$ cat src/rtl/interleaved_alu.sv
module interleaved_alu #(
  parameter int W   = 16,
  parameter int LAT = 4
) (
  input  logic         clk,
  input  logic         rst,
  input  logic         in_valid,
  input  logic [W-1:0] in_a,
  input  logic [W-1:0] in_b,
  input  logic [3:0]   in_op,
  input  logic         in_cin,
  output logic         out_valid,
  output logic [W-1:0] out_res,
  output logic         out_carry,
  output logic [3:0]   phase_oh,
  output logic [1:0]   mux_sel
);

  localparam int LANES = 4;
  localparam int OPW   = 2 * W + 6;
  localparam logic [1:0] LAG = 2'(LAT % 4);

  initial lat_range_chk: assert (LAT >= 1 && LAT <= 4);

  function automatic logic [W:0] alu_eval(input logic [3:0] op, input logic cin,
                                          input logic [W-1:0] a, input logic [W-1:0] b);
    logic [W:0] r;
    case (op)
      4'h0:    r = {1'b0, a} + {1'b0, b} + {{W{1'b0}}, cin};
      4'h1:    r = {1'b0, a} - {1'b0, b} - {{W{1'b0}}, cin};
      4'h2:    r = {{W{1'b0}}, a == b};
      4'h3:    r = {{W{1'b0}}, a != b};
      4'h4:    r = {1'b0, a ^ b};
      4'h5:    r = {1'b0, ~(a | b)};
      4'h6:    r = {1'b0, a | b};
      4'h7:    r = {1'b0, a & b};
      4'h8:    r = {1'b0, a};
      4'h9:    r = {1'b0, b};
      4'hA:    r = {1'b0, ~(a & b)};
      default: r = '0;
    endcase
    return r;
  endfunction

  logic [1:0]     ph;
  logic [OPW-1:0] cp_q     [LANES];
  logic [W:0]     lane_out [LANES];
  logic [LANES-1:0] lane_vld;

  always_ff @(posedge clk) begin
    if (rst) ph <= 2'd0;
    else     ph <= ph + 2'd1;
  end

  assign phase_oh = 4'b0001 << ph;
  assign mux_sel  = ph - LAG;

  for (genvar k = 0; k < LANES; k++) begin : g_lane
    always_ff @(posedge clk) begin
      if (rst)            cp_q[k] <= '0;
      else if (phase_oh[k]) cp_q[k] <= {in_valid, in_op, in_cin, in_a, in_b};
    end

    assign lane_vld[k] = cp_q[k][OPW-1];
    assign lane_out[k] = alu_eval(cp_q[k][2*W+4:2*W+1], cp_q[k][2*W],
                                  cp_q[k][2*W-1:W], cp_q[k][W-1:0]);


    lane_hold_chk: assert property (@(posedge clk) disable iff (rst)
      (!$past(rst) && !$past(phase_oh[k])) |-> $stable(cp_q[k]));
  end

  always_ff @(posedge clk) begin
    if (rst) begin
      out_valid <= 1'b0;
      out_res   <= '0;
      out_carry <= 1'b0;
    end else begin
      out_valid <= lane_vld[mux_sel];
      {out_carry, out_res} <= lane_out[mux_sel];
    end
  end


  phase_onehot_chk: assert property (@(posedge clk) disable iff (rst)
    $countones(phase_oh) == 1);


  phase_rotate_chk: assert property (@(posedge clk) disable iff (rst)
    !$past(rst) |-> phase_oh == {$past(phase_oh[2:0]), $past(phase_oh[3])});


  mux_step_chk: assert property (@(posedge clk) disable iff (rst)
    !$past(rst) |-> mux_sel == $past(mux_sel) + 2'd1);


  reset_state_chk: assert property (@(posedge clk)
    $past(rst) |-> (phase_oh == 4'b0001 && !out_valid));

endmodule

$ cat config.mk
export PLATFORM = sky130hd
export DESIGN_NAME = interleaved_alu
export DESIGN_NICKNAME = d
export VERILOG_FILES = /design/src/rtl/interleaved_alu.sv
export SDC_FILE = /design/constraint.sdc
export NUM_CORES = 1
export LEC_CHECK = 0
export ABC_AREA = 1
export ABC_CLOCK_PERIOD_IN_PS = 2800
export BUFFER_PORTS_ARGS = -buffer_cell sky130_fd_sc_hd__clkbuf_2
export CAP_MARGIN = 5
export CORE_ASPECT_RATIO = 1.25
export CORE_MARGIN = 4
export CORE_UTILIZATION = 50
export DETAILED_ROUTE_END_ITERATION = 10
export GPL_TIMING_DRIVEN = 0
export PLACE_DENSITY = 0.7
export SLEW_MARGIN = 10
export SYNTH_ARGS = -nofsm -noshare
export SYNTH_HDL_FRONTEND = slang
export SYNTH_SLANG_ARGS = --single-unit
export TNS_END_PERCENT = 100
$ cat constraint.sdc
create_clock -name clk -period 2.8 [get_ports clk]
set_clock_uncertainty 0.2 [all_clocks]
set_input_delay 0.56 -clock clk [delete_from_list [all_inputs] [get_ports clk]]
set_output_delay 0.56 -clock clk [all_outputs]
set_load 0.01 [all_outputs]
==> results_dict.tcl <==
set metrics [dict create \
    status "complete, but fails checks" \
    violations "setup timing" \
    total_leakage_power_uw 0.0121 \
    reg2reg_depth 15 \
    diodes 0 \
    drcViolationCount 0 \
    period_share_pct 106 \
    fin_hold_ws_ns 0.249 \
    path_cells "buf_4 -> fa_2 -> inv_1 -> ha_2 -> or2_4 -> nand2_4 -> nand2_4 -> nand2_1 -> nand3b_1 -> nand3_1 -> nand3_2 -> nand2_1 -> nand3_4 -> nand2_2 -> nor2_1" \
    critical_path.max_fanout 4 \
    ys_types 54 \
    ant_nets 0 \
    rr_startpoint "cp_q[3][0]$_SDFFCE_PN0P_" \
    setup_ws_ns -0.157 \
    die_h_um 235 \
    cts_tree "built" \
    via_count 22000 \
    clk_latency_ns 0.46 \
    ys_seq_area_share_pct 24.1 \
    cp-endpoint "out_res[13]$_SDFF_PP0_" \
    rsz0062_at_grt "yes" \
    hold_violations 0 \
    hp-class "input pin to register" \
    grt_pass1_wl_mm 114 \
    syn_nets 3503 \
    syn_avg_cell_area_um2 6.44 \
    placedCellCount 3804 \
    cts-htree-levels 4 \
    synth_top_family_by_area "simple AND/OR/NAND/NOR gates" \
    grt_max_degree 39 \
    critPathLaunchType "register" \
    tritoncts.num_buffers 17 \
    netlist_area_um2 20600 \
    worst-path-stages 15 \
    wire_per_inst_um 19.6 \
    clockBufferDepth 2 \
    worst_setup_path_startpoint "cp_q[3][0]$_SDFFCE_PN0P_" \
    dr.pass1.iters 6 \
    synth_mux_area_share_pct 0 \
    cap_violations 0 \
    synthFlopType "edfxtp_1" \
    slowest_delay_ns 0.57 \
    stdcell_count 3894 \
    path_buf_inv 2 \
    synthSimpleGateAreaFrac_pct 36.1 \
    path_delay_family "simple AND/OR/NAND/NOR gates" \
    grt_antenna_before_repair 0 \
    synth_adder_area_share_pct 16.9 \
    period_minus_slack_ns 2.96 \
    ir_worst_vdd_v 0.000538 \
    postSynthCellCount 3195 \
    cts.clk_slew.worst_paths_ns 0.09 \
    final_nets 3643 \
    routabilityCongestion 1.14 \
    track_usage_pct 32.5 \
    drt_iter0_markers 2229 \
    die_x_um 189 \
    portBuffers 63 \
    r2r_slack_ns -0.16 \
    setup_viol 11 \
    num_io_pins 64 \
    cts_root_buffer "clkbuf_16" \
    path_class "register to register" \
    critPathRequiredTime_ns 2.95 \
    via_per_inst 5.65 \
    slew_violations 0 \
    gr-total-overflow 0 \
    slew_headroom_pct 39.7 \
    arrival_ns 3.10 \
    dieArea_um2 44500 \
    dpl.hpwl_mm 60.6 \
    cpMaxStageDelayCell "fa_2" \
    fp.coreArea_um2 40400 \
    synth_edf_count 152 \
    yosys_register_bits 172 \
    numClockSinks 172 \
    synth_compound_area_share_pct 9.96 \
    start_util_pct 50.9 \
    fin_util_pct 60.1 \
    critical_path.endpoint_type "register" \
    hp-start "rst" \
    max_freq_mhz 338 \
    core.rowCount 82 \
    timing.rr.end "out_res[13]$_SDFF_PP0_" \
    yosysWarnings 0 \
    drive_gt1_share_pct 17.2 \
    synth_xor_xnor_area_share_pct 0.213 \
    finalWirelength_mm 76.3 \
    synthToLayoutAreaGrowth_pct 18.0 \
    power_density_nw_per_um2 487 \
    async_flop_share_pct 0 \
    grt_pass1_vias 20700 \
    worst_pin_slew_ns 0.904 \
]
[worst min path at each step]
stage                      endpoint  slack (ns)  depth (start not counted)
5_1_grt            ph[1]$_SDFF_PP0_        0.26                          2
2_1_floorplan  out_valid$_SDFF_PP0_        0.29                          2
3_5_place_dp   out_valid$_SDFF_PP0_        0.51                          2
3_3_place_gp   out_valid$_SDFF_PP0_        0.51                          2
6_report           ph[1]$_SDFF_PP0_        0.25                          2
4_1_cts            ph[1]$_SDFF_PP0_        0.23                          2
[through the flow]
| stage | setup slack, ns | area (um^2) | power [uW] | setup TNS, ns |
|---|---|---|---|---|
| 2_1_floorplan | 0.231 | 20600 | 6860 | 0 |
| 3_3_place_gp | -0.574 | 21600 | 8290 | -19.85 |
| 3_5_place_dp | -0.589 | 21600 | 8390 | -24.96 |
| 4_1_cts | -0.0815 | 23100 | 11100 | -0.183 |
| 5_1_grt | -0.171 | 24300 | 12500 | -1.54 |
| 6_report | -0.157 | 24300 | 11800 | -0.650 |
[worst reg2reg max path: cells and delay by family, from the launching register on]
kind,cells,cell delay (ns)
simple gates,11,1.25
fa+ha+maj,2,0.73
flops,1,0.44
buf+inv,2,0.23
[where the power goes]
group | leakage [uW] | switching, uW | total [uW] | internal [uW]
clock network | 0.000268 | 1100 | 2330 | 1230
registers | 0.00179 | 216 | 3280 | 3070
logic | 0.0100 | 3990 | 6230 | 2240
total | 0.0121 | 5300 | 11800 | 6530
[registers in the layout, indices dropped and copies added (netlist names)]
register	count
ph	2
out_res	16
out_carry	1
cp_q	152
out_valid	1
[layout by cell type, fill, tap and decap left out, types with 12 or more instances in the layout]
| master | count |
|---|---|
| nand2_1 | 855 |
| ha_2 | 28 |
| nand3b_1 | 21 |
| o211ai_1 | 23 |
| nor2_2 | 27 |
| nand3_1 | 213 |
| nand3_4 | 12 |
| nand2_4 | 14 |
| inv_2 | 30 |
| dfxtp_1 | 20 |
| buf_2 | 38 |
| buf_4 | 60 |
| nor2_4 | 12 |
| nand3_2 | 54 |
| edfxtp_1 | 152 |
| a21oi_1 | 108 |
| o22ai_1 | 68 |
| nand4_1 | 46 |
| or2_2 | 14 |
| clkbuf_2 | 69 |
| o2111ai_1 | 13 |
| clkbuf_16 | 17 |
| fa_2 | 13 |
| ha_1 | 164 |
| ha_4 | 60 |
| o221ai_1 | 20 |
| nor2_1 | 344 |
| o21ai_0 | 54 |
| nand2_2 | 61 |
| inv_1 | 567 |
| nor3_1 | 53 |
[cells in the mapped netlist, types with 5 or more instances]
cell type    n  area [um^2]
o22ai_1     68          425
nand3_1    279         1400
o21ai_0     61          305
ha_1       252         3150
and2_1       7         43.8
or2_2       22          138
clkbuf_1    15         56.3
inv_2        8         30.0
dfxtp_1     20          400
nand2_2      5         31.3
buf_6        8         90.1
nand4_1     46          288
a21oi_1    116          581
nor3_1      57          285
fa_1        16          320
nor2_1     369         1390
nand2_1    921         3460
buf_2       37          185
inv_1      589         2210
nor2_2       9         56.3
o2111ai_1   13          114
nand3b_1    21          158
nor2_4       5         56.3
xor2_1       5         43.8
o211ai_1    23          173
o221ai_1    20          175
edfxtp_1   152         4560
[logic make-up (layout without fill, tap and decap cells)]
kind of cell,after synthesis,after routing
AND/OR/NAND/NOR,1756,1756
buffers and inverters,665,818
AO/OA/AOI/OAI,329,329
adder cells (fa/ha/maj),268,268
flip-flops,172,172
XOR/XNOR,5,5
[layer usage]
layer,GRT usage [%],wire length [um]
met1,41.4,31400
met3,5.15,5050
met5,0,0
met4,15.6,3890
met2,53.9,35900
[final cells by class]
type                    instances  area (um^2)
plain buffers                  68          393
clock inverters                13          118
inverters                     597         2240
well taps                     546          683
flip-flops and latches        172         4960
multi-input cells            2358        14700
fillers                      3941        16100
clock buffers                  19          433
repair buffers                121          762
[what timing repair did]
item / in CTS / in global routing
pin swaps: 34 / 63
setup buffers: 19 / 39
hold buffers: 0 / 0
setup endpoints to repair: 143 / 128
resized for setup: 161 / 218
No activity file was read; power rests on OpenSTA's default activity.
